File: src/rtl/serial_cmd_pkg.sv
package serial_cmd_pkg;
  typedef enum logic [1:0] {
    CMD_INDIRECT = 2'd0,
    CMD_REGISTER = 2'd1,
    CMD_MEMORY   = 2'd2
  } cmd_kind_e;

  localparam int unsigned LEN_BYTE = 8;
  localparam int unsigned LEN_REG  = 16;
  localparam int unsigned LEN_MEM  = 24;
  localparam logic [3:0]  TARGET_REG_INDEX = 4'd8;
endpackage

File: src/rtl/serial_frame_rx.sv
module serial_frame_rx #(
  parameter int unsigned SYNC_STAGES = 2,
  parameter int unsigned MAX_BITS    = 24,
  localparam int unsigned CNT_SAT    = MAX_BITS + 1,
  localparam int unsigned CNT_W      = $clog2(CNT_SAT + 1)
) (
  input  logic                clk,
  input  logic                rst_n,
  input  logic                sel_n_i,
  input  logic                sclk_i,
  input  logic                din_i,
  output logic                frame_end,
  output logic [CNT_W-1:0]    frame_len,
  output logic [MAX_BITS-1:0] frame_bits
);
  localparam int unsigned SS = (SYNC_STAGES < 2) ? 2 : SYNC_STAGES;

  logic [SS-1:0] sel_q, clk_q, din_q;
  logic          sel_d, clk_d;
  logic          sel_s, clk_s, din_s;
  logic          bit_rise, sel_fall, sel_rise;
  logic [CNT_W-1:0] cnt_q;
  logic [MAX_BITS-1:0] sh_q;

  always_ff @(posedge clk or negedge rst_n) begin
    if (!rst_n) begin
      sel_q <= '1;
      clk_q <= '0;
      din_q <= '0;
      sel_d <= 1'b1;
      clk_d <= 1'b0;
    end else begin
      sel_q <= {sel_q[SS-2:0], sel_n_i};
      clk_q <= {clk_q[SS-2:0], sclk_i};
      din_q <= {din_q[SS-2:0], din_i};
      sel_d <= sel_s;
      clk_d <= clk_s;
    end
  end

  assign sel_s    = sel_q[SS-1];
  assign clk_s    = clk_q[SS-1];
  assign din_s    = din_q[SS-1];
  assign bit_rise = clk_s & ~clk_d & ~sel_s;
  assign sel_fall = ~sel_s & sel_d;
  assign sel_rise = sel_s & ~sel_d;

  always_ff @(posedge clk or negedge rst_n) begin
    if (!rst_n) begin
      cnt_q <= '0;
      sh_q  <= '0;
    end else if (sel_fall) begin
      cnt_q <= '0;
      sh_q  <= '0;
    end else if (bit_rise) begin
      sh_q <= {sh_q[MAX_BITS-2:0], din_s};
      if (cnt_q != CNT_W'(CNT_SAT)) cnt_q <= cnt_q + 1'b1;
    end
  end

  assign frame_end  = sel_rise;
  assign frame_len  = cnt_q;
  assign frame_bits = sh_q;

  p_cnt_saturates_r2: assert property (@(posedge clk) disable iff (!rst_n)
    cnt_q <= CNT_W'(CNT_SAT));

  p_cnt_clears_r2: assert property (@(posedge clk) disable iff (!rst_n)
    sel_fall |=> cnt_q == '0);
endmodule

File: src/rtl/serial_frame_decode.sv
module serial_frame_decode
  import serial_cmd_pkg::*;
#(
  parameter int unsigned ID_W   = 8,
  parameter int unsigned MEM_AW = 14,
  parameter int unsigned CNT_W  = 5
) (
  input  logic              frame_end,
  input  logic [CNT_W-1:0]  frame_len,
  input  logic [23:0]       frame_bits,
  input  logic [ID_W-1:0]   target_q,
  input  logic [ID_W-1:0]   self_id,
  output logic              emit,
  output cmd_kind_e         kind,
  output logic              is_read,
  output logic              is_global,
  output logic [MEM_AW-1:0] addr,
  output logic [7:0]        data,
  output logic              tgt_load,
  output logic [ID_W-1:0]   tgt_load_val,
  output logic              tgt_inc
);
  logic len_byte, len_reg, len_mem;
  logic reg_ok, local_hit, unused_bit;

  assign len_byte  = frame_end && (frame_len == CNT_W'(LEN_BYTE));
  assign len_reg   = frame_end && (frame_len == CNT_W'(LEN_REG));
  assign len_mem   = frame_end && (frame_len == CNT_W'(LEN_MEM));
  assign reg_ok    = len_reg && !frame_bits[12];
  assign local_hit = (target_q == self_id);
  assign unused_bit = frame_bits[22];

  always_comb begin
    emit      = 1'b0;
    kind      = CMD_INDIRECT;
    is_read   = 1'b0;
    is_global = 1'b0;
    addr      = '0;
    data      = frame_bits[7:0];
    if (len_byte) begin
      emit = 1'b1;
    end else if (reg_ok) begin
      kind      = CMD_REGISTER;
      is_read   = frame_bits[15];
      is_global = frame_bits[13];
      addr      = MEM_AW'(frame_bits[11:8]);
      emit      = frame_bits[13] | local_hit;
    end else if (len_mem) begin
      kind    = CMD_MEMORY;
      is_read = frame_bits[23];
      addr    = frame_bits[8 +: MEM_AW];
      emit    = 1'b1;
    end
  end

  assign tgt_load     = reg_ok && frame_bits[13] && !frame_bits[15]
                        && (frame_bits[11:8] == TARGET_REG_INDEX);
  assign tgt_load_val = ID_W'(frame_bits[7:0]);
  assign tgt_inc      = reg_ok && frame_bits[14];
endmodule

File: src/rtl/serial_target_reg.sv
module serial_target_reg #(
  parameter int unsigned ID_W = 8
) (
  input  logic            clk,
  input  logic            rst_n,
  input  logic            load,
  input  logic [ID_W-1:0] load_val,
  input  logic            inc,
  output logic [ID_W-1:0] q
);
  logic [ID_W-1:0] base;

  assign base = load ? load_val : q;

  always_ff @(posedge clk or negedge rst_n) begin
    if (!rst_n)          q <= '0;
    else if (load | inc) q <= base + ID_W'(inc);
  end

  p_tgt_step_r8: assert property (@(posedge clk) disable iff (!rst_n)
    (inc && !load) |=> q == $past(q) + 1'b1);

  p_tgt_load_r7: assert property (@(posedge clk) disable iff (!rst_n)
    (load && !inc) |=> q == $past(load_val));

  p_tgt_hold_r2: assert property (@(posedge clk) disable iff (!rst_n)
    (!load && !inc) |=> $stable(q));
endmodule

File: src/rtl/serial_cmd_decoder.sv
module serial_cmd_decoder
  import serial_cmd_pkg::*;
#(
  parameter int unsigned SYNC_STAGES = 2,
  parameter int unsigned ID_W        = 8,
  parameter int unsigned MEM_AW      = 14,
  localparam int unsigned MAX_BITS   = LEN_MEM,
  localparam int unsigned CNT_W      = $clog2(MAX_BITS + 2)
) (
  input  logic              clk,
  input  logic              rst_n,
  input  logic              ser_sel_n,
  input  logic              ser_clk,
  input  logic              ser_din,
  input  logic [ID_W-1:0]   self_id,
  output logic              cmd_valid,
  input  logic              cmd_ready,
  output logic [1:0]        cmd_kind,
  output logic              cmd_read,
  output logic              cmd_global,
  output logic [MEM_AW-1:0] cmd_addr,
  output logic [7:0]        cmd_data,
  output logic [ID_W-1:0]   target_addr
);
  logic                frame_end;
  logic [CNT_W-1:0]    frame_len;
  logic [MAX_BITS-1:0] frame_bits;
  logic                emit, d_read, d_global, tgt_load, tgt_inc, push;
  cmd_kind_e           d_kind;
  logic [MEM_AW-1:0]   d_addr;
  logic [7:0]          d_data;
  logic [ID_W-1:0]     tgt_load_val;

  serial_frame_rx #(.SYNC_STAGES(SYNC_STAGES), .MAX_BITS(MAX_BITS)) u_rx (
    .clk(clk), .rst_n(rst_n), .sel_n_i(ser_sel_n), .sclk_i(ser_clk),
    .din_i(ser_din), .frame_end(frame_end), .frame_len(frame_len),
    .frame_bits(frame_bits)
  );

  serial_frame_decode #(.ID_W(ID_W), .MEM_AW(MEM_AW), .CNT_W(CNT_W)) u_dec (
    .frame_end(frame_end), .frame_len(frame_len), .frame_bits(frame_bits),
    .target_q(target_addr), .self_id(self_id), .emit(emit), .kind(d_kind),
    .is_read(d_read), .is_global(d_global), .addr(d_addr), .data(d_data),
    .tgt_load(tgt_load), .tgt_load_val(tgt_load_val), .tgt_inc(tgt_inc)
  );

  serial_target_reg #(.ID_W(ID_W)) u_tgt (
    .clk(clk), .rst_n(rst_n), .load(tgt_load), .load_val(tgt_load_val),
    .inc(tgt_inc), .q(target_addr)
  );

  assign push = emit && (!cmd_valid || cmd_ready);

  always_ff @(posedge clk or negedge rst_n) begin
    if (!rst_n) begin
      cmd_valid  <= 1'b0;
      cmd_kind   <= 2'd0;
      cmd_read   <= 1'b0;
      cmd_global <= 1'b0;
      cmd_addr   <= '0;
      cmd_data   <= '0;
    end else if (push) begin
      cmd_valid  <= 1'b1;
      cmd_kind   <= d_kind;
      cmd_read   <= d_read;
      cmd_global <= d_global;
      cmd_addr   <= d_addr;
      cmd_data   <= d_data;
    end else if (cmd_ready) begin
      cmd_valid  <= 1'b0;
    end
  end

  p_hold_r10: assert property (@(posedge clk) disable iff (!rst_n)
    (cmd_valid && !cmd_ready) |=> cmd_valid && $stable(cmd_kind)
      && $stable(cmd_addr) && $stable(cmd_data) && $stable(cmd_read)
      && $stable(cmd_global));

  p_len_exact_r2: assert property (@(posedge clk) disable iff (!rst_n)
    emit |-> (frame_len == CNT_W'(LEN_BYTE) || frame_len == CNT_W'(LEN_REG)
              || frame_len == CNT_W'(LEN_MEM)));

  p_tgt_needs_frame_r2: assert property (@(posedge clk) disable iff (!rst_n)
    !frame_end |=> $stable(target_addr));

  p_local_match_r6: assert property (@(posedge clk) disable iff (!rst_n)
    (emit && d_kind == CMD_REGISTER && !d_global) |-> target_addr == self_id);
endmodule

File: config.mk
export PLATFORM = sky130hd
export DESIGN_NAME = serial_cmd_decoder
export DESIGN_NICKNAME = d
export VERILOG_FILES = /design/src/rtl/serial_cmd_pkg.sv /design/src/rtl/serial_frame_rx.sv /design/src/rtl/serial_frame_decode.sv /design/src/rtl/serial_target_reg.sv /design/src/rtl/serial_cmd_decoder.sv
export SDC_FILE = /design/constraint.sdc
export NUM_CORES = 1
export LEC_CHECK = 0
export BUFFER_PORTS_ARGS = -buffer_cell sky130_fd_sc_hd__buf_2
export CORE_MARGIN = 2
export CORE_UTILIZATION = 40
export CTS_BUF_LIST = sky130_fd_sc_hd__clkbuf_4
export CTS_CLUSTER_DIAMETER = 80
export DETAILED_ROUTE_END_ITERATION = 12
export MAX_ROUTING_LAYER = met4
export RECOVER_POWER = 50
export SETUP_SLACK_MARGIN = 0.1
export SLEW_MARGIN = 5
export SYNTH_ARGS = -nofsm -noshare
export SYNTH_HDL_FRONTEND = slang
export SYNTH_HIERARCHICAL = 1
export SYNTH_SLANG_ARGS = --single-unit
File: constraint.sdc
create_clock -name clk -period 8.9 [get_ports clk]
set_input_delay 0 -clock clk [delete_from_list [all_inputs] [get_ports clk]]
set_output_delay 0 -clock clk [all_outputs]
set_load 0.005 [all_outputs]
# [Yosys cells after proc, flatten, opt, wreduce, memory -nomap -nowiden]
# Index checks and enable logic that the tools add are counted.
[classes] addsub=2 multipliers=0 div=0 n_lt_le_gt_ge=0 eq_ne=6 shifts=0 n_mux=22 n_bitwise=9 reduce_logical=17
[ops] cell="$mux W24" n=2
[ops] cell="$mux W14" n=3
[ops] cell="$mux W5" n=3
[ops] cell="$eq A5 B5 Y1 const B" n=2
[ops] cell="$mux W1" n=10
[ops] cell="$logic_and A1 B1 Y1" n=9
[ops] cell="$add A8 B1 Y8" n=1
[ops] cell="$eq A8 B8 Y1" n=1
[ops] cell="$mux W8" n=1
[ops] cell="$mux W2" n=3
[ops] cell="$reduce_bool A2 Y1" n=3
[ops] cell="$add A5 B1 Y5 const B" n=1
[ops] cell="$eq A5 B4 Y1 const B" n=1
[ops] cell="$ne A5 B5 Y1 const B" n=1
[ops] cell="$and A1 B1 Y1" n=4
[ops] cell="$eq A4 B4 Y1 const B" n=1
[ops] cell="$logic_not A1 Y1" n=3
[ops] cell="$not A1 Y1" n=3
[ops] cell="$or A1 B1 Y1" n=2
[ops] cell="$reduce_and A2 Y1" n=1
[ops] cell="$logic_or A1 B1 Y1" n=1
[word_totals] register_bits=72 latchBits=0 ram_bits=0 romBits=0 inputBits=14 out_inout_bits=35 mem_count=0

# [Depth between registers and ports, before layout]
[logic_depth] word_depth=9 mapped_depth=15

# [Modules after synthesis]
# Netlist, hierarchy kept.
[by_module_without_submodules] mod="serial_frame_rx" instances=1 cells_each=144 area_each_um2=1450.1 seq_area_each_um2=929.6
[by_module_without_submodules] mod="serial_cmd_decoder" instances=1 cells_each=58 area_each_um2=1116.1 seq_area_each_um2=675.6
[by_module_without_submodules] mod="serial_target_reg" instances=1 cells_each=57 area_each_um2=599.3 seq_area_each_um2=200.2
[by_module_without_submodules] mod="serial_frame_decode" instances=1 cells_each=56 area_each_um2=402.9 seq_area_each_um2=0.0

# [Least setup slack after synthesis]
# No wires, ideal clock.
[synth_timing] kind="register to register" start="register u_rx.sel_q[1]" end="register u_tgt.q[4]" t_arrival_ns=2.906 required_time_ns=8.774 slack_ns=5.868 path_stages_with_launch=15 n_path_buf=3 cell_sequence="dfstp_2 -> nor2b_1 -> nor4b_4 -> and3_1 -> buf_4 -> and2_4 -> and3_1 -> buf_6 -> buf_4 -> mux2_2 -> ha_1 -> ha_1 -> nand4_1 -> xor2_1 -> mux2i_1"
[synth_between] elab_chain_cells=8
[synth_rtl] element="from (decl)" line_no="serial_frame_rx.sv:18" text="logic [SS-1:0] sel_q, clk_q, din_q;"
[synth_rtl] element="from (signal assigned)" line_no="serial_frame_rx.sv:33" text="sel_q <= {sel_q[SS-2:0], sel_n_i};"
[synth_rtl] element="$and A1 B1 Y1 *" line_no="serial_frame_rx.sv:46" text="assign sel_rise = sel_s & ~sel_d;"
[synth_rtl] element="net frame_end" line_no="serial_cmd_decoder.sv:25" text="logic frame_end;"
[synth_rtl] element="$logic_and A1 B1 Y1 *" line_no="serial_frame_decode.sv:27" text="assign len_reg = frame_end && (frame_len == CNT_W'(LEN_REG));"
[synth_rtl] element="$logic_and A1 B1 Y1 *" line_no="serial_frame_decode.sv:29" text="assign reg_ok = len_reg && !frame_bits[12];"
[synth_rtl] element="$logic_and A1 B1 Y1 * (2 in series)" line_no="serial_frame_decode.sv:56" text="assign tgt_load = reg_ok && frame_bits[13] && !frame_bits[15]"
[synth_rtl] element="$logic_and A1 B1 Y1 *" line_no="serial_frame_decode.sv:57" text="&& (frame_bits[11:8] == TARGET_REG_INDEX);"
[synth_rtl] element="net tgt_load" line_no="serial_cmd_decoder.sv:28" text="logic emit, d_read, d_global, tgt_load, tgt_inc, push;"
[synth_rtl] element="$mux W8" line_no="serial_target_reg.sv:13" text="assign base = load ? load_val : q;"
[synth_rtl] element="$add A8 B1 Y8" line_no="serial_target_reg.sv:17" text="else if (load | inc) q <= base + ID_W'(inc);"
[synth_rtl] element="to (signal assigned)" line_no="serial_target_reg.sv:17"
[synth_rtl] element="to (decl)" line_no="serial_target_reg.sv:9" text="output logic [ID_W-1:0] q"
# The timed path passes the listed nets; every way through them passes the cells marked *.
# A chain may end at the register's enable or synchronous reset.

==> impl_metrics.yaml <==
outcome:
  status: "finished with violations"
  violations: "max-capacitance violations, max-slew violations"
setup_path:
  crit_path_max_incr_delay_ps: 2690
  critPathSlowestCell: "clkbuf_1"
  critPathMaxFanout: 72
  end_kind: "async pin"
  crit_arrival_ps: 3360
  cp_num_buf_inv: 3
  crit_family: "buffers and inverters"
  crit_type: "primary input to async pin"
  crit_required_ps: 8540
  startpoint_type: "primary input"
  path_cells: "dlygate4sd3_1 > buf_2 > clkbuf_1"
synth:
  synthArstFlopShare_pct: 100.0
  synthTopCellsByArea: "dfrtp_1 48%, mux2_4 8.4%, nand2_1 6.1%, a21oi_1 4.2%, buf_4 3.8%"
  synth_nets: 333
  synth_top_area_share_pct: 48.39
  synth_edf_count: 0
  synth_area_sq_um: 3568
  yosysWarnings: 6
  yosys.area.top_type: "dfrtp_1"
  ys_seq_elements: 72
  yosysUniqueCellTypes: 49
  yosysSeqAreaShare_pct: 50.60
  syn_inst: 315
  yosys-top-cells-count: "69 x dfrtp_1, 58 x nand2_1, 30 x a21oi_1"
  synth_area_per_cell_sq_um: 11.33
  yosysMostFrequentCell: "dfrtp_1"
  ys.flop_type: "dfrtp_1"
flow_run:
  drv_cap: 1
clock_network:
  cts_max_level: 3
  tritoncts: "built"
  clockBufferDepth: 2
  clk_pin_slew_ps: 110
  cts-root-buf: "clkbuf_4"
  numCtsBuffers: 9
  cts_num_sinks: 72
  clk_latency_ps: 410
drt:
  wl_per_cell_microns: 14.44
  totalWireLength_microns: 6698
  drt_iter0_drc: 92
  vias: 2308
  vias_per_cell: 4.974
  remaining_drc_errors: 0
  ant_nets: 0
  first_pass_iters: 4
finish:
  final_nets: 369
  n_antenna_cell: 0
  drive_above_1_share_pct: 27.53
  fin_area_sq_um: 3958
  syn_to_final_growth_pct: 10.90
  fin_cells: 464
timing:
  setup_tns_ps: 0
  report.final.slew_viol_count: 73
  fin_skew_ps: 20.73
  setup_viol: 0
  hold_viol_final: 0
  fmax_ghz: 0.2684
  fin_crit_ps: 3726
  final_min_period_over_clock_period_pct: 41.87
  layout_setup_ws_ps: 5174
  worst_pin_slew_ps: 3864
  rsz0062_at_grt: "no"
  slew_headroom_pct: -157.6
global_route:
  grt_pass1_wl_microns: 11450
  use_met3_pct: 3.901
  met2_usage_pct: 20.41
  grt_pass1_vias: 2213
  grt_busiest_layer: "met1"
  grt_max_degree: 73
  grt_use_total_pct: 15.23
  grt_overflow: 0
  use_met1_pct: 22.48
  grt_antenna_before_repair: 0
place:
  numPortBuffers: 48
  pre_cts_slack_ps: 5358
  place_area_sq_um: 3742
  placedCellCount: 443
  detailed_place_hpwl_microns: 4427
  gp_congestion: 0.8623
floorplan:
  initial_core_util_pct: 41.12
  fp.dieH_microns: 98.45
  core-area_sq_um: 8678
  die_w_microns: 98.45
  row_count: 34
  ios: 49
  dieArea_sq_um: 9692
power_and_ir_drop:
  pwr_density_cell_nw_per_um2: 154.8
  total_power_uw: 612.7
  leakage_nw: 1.935
  irDropWorstVdd_v: 0.00006714
worst_hold_path:
  hp-class: "primary input to flip-flop"
stage by stage:
| stage | util, % | hold WS (ps) |
|---|---|---|
| after floorplan | - | -295.6 |
| after global placement | 43.12 | 108.1 |
| after detailed placement | 43.12 | 106.5 |
| after CTS | 45.75 | 189.7 |
| after global routing | 45.60 | 199.5 |
| final | 45.60 | 231.5 |
area by class of cell:
cell class,count,area [sq um]
repair buffers,55,292.8
well taps,108,135.1
inverters,2,7.507
multi-input cells,211,1539
clock inverters,7,110.1
clock buffers,9,67.56
fillers,839,4721
flip-flops and latches,72,1805
cells in the final DEF, fill, tap and decap left out, types with 4 or more instances in the layout:
cell | netlist | routed
nand4_1 | 4 | 4
nand3_1 | 4 | 4
dlygate4sd3_1 | 0 | 5
ha_1 | 4 | 4
xnor2_1 | 14 | 14
dfrtp_1 | 69 | 69
nor2_1 | 5 | 5
clkbuf_1 | 6 | 8
buf_2 | 2 | 41
mux2_2 | 11 | 11
nand2_1 | 58 | 58
clkbuf_4 | 0 | 9
a21oi_1 | 30 | 30
and2_1 | 15 | 15
mux2_4 | 20 | 20
mux2i_1 | 6 | 6
kinds of logic after synthesis:
family | share of synthesized area, %
simple gates | 17.50
flops | 50.60
compound gates | 6.311
mux | 13.57
buf+inv | 6.452
xor+xnor | 4.173
fa+ha+maj | 1.403
registers in the layout (all words and copies together) (netlist names), 2 cells and up:
name,cells
cmd_kind,2
cmd_data,8
cmd_addr,14
u_rx/frame_len,5
u_tgt/q,8
u_rx/din_q,2
u_rx/clk_q,2
u_rx/sel_q,2
u_rx/frame_bits,24
layer usage:
metal | vias up | routed length, microns
met4 | 0 | 63
met3 | 8 | 289
li1 | 1132 | -
met1 | 1120 | 3427
met5 | - | 0
met2 | 48 | 2919
worst reg2reg max path, delay by kind of cell, from the launching register on:
family,cells,cell delay (ps)
fa+ha+maj,2,560
flops,1,660
mux,1,290
simple gates,8,1990
what timing repair did:
action	in CTS	in global routing
resized for setup	0	0
setup buffers	0	0
endpoints found under the hold margin	73	0
hold buffers	5	0
final timing paths:
| check | cells past startpoint | startpoint | endpoint | slack (ps) |
|---|---|---|---|---|
| setup / recovery | 3 | rst_n | u_rx/frame_len[1] | 5170 |
| hold / removal | 2 | ser_sel_n | u_rx/sel_q[0] | 230 |
| setup reg to reg | 11 | u_rx/sel_q[1] | u_tgt/q[6] | 5290 |
| hold reg to reg | 0 | u_rx/clk_q[0] | u_rx/clk_q[1] | 360 |
| max in group clk | 11 | u_rx/sel_q[1] | u_tgt/q[6] | 5290 |
| min in group asynchronous | 3 | rst_n | u_tgt/q[1] | 1560 |
where the power goes:
part           switching, mW  internal, mW
logic                 0.0152       0.00933
registers            0.00474         0.331
clock network          0.112         0.140
total                  0.132         0.480
Note: power is estimated with default switching activity, not from simulation.
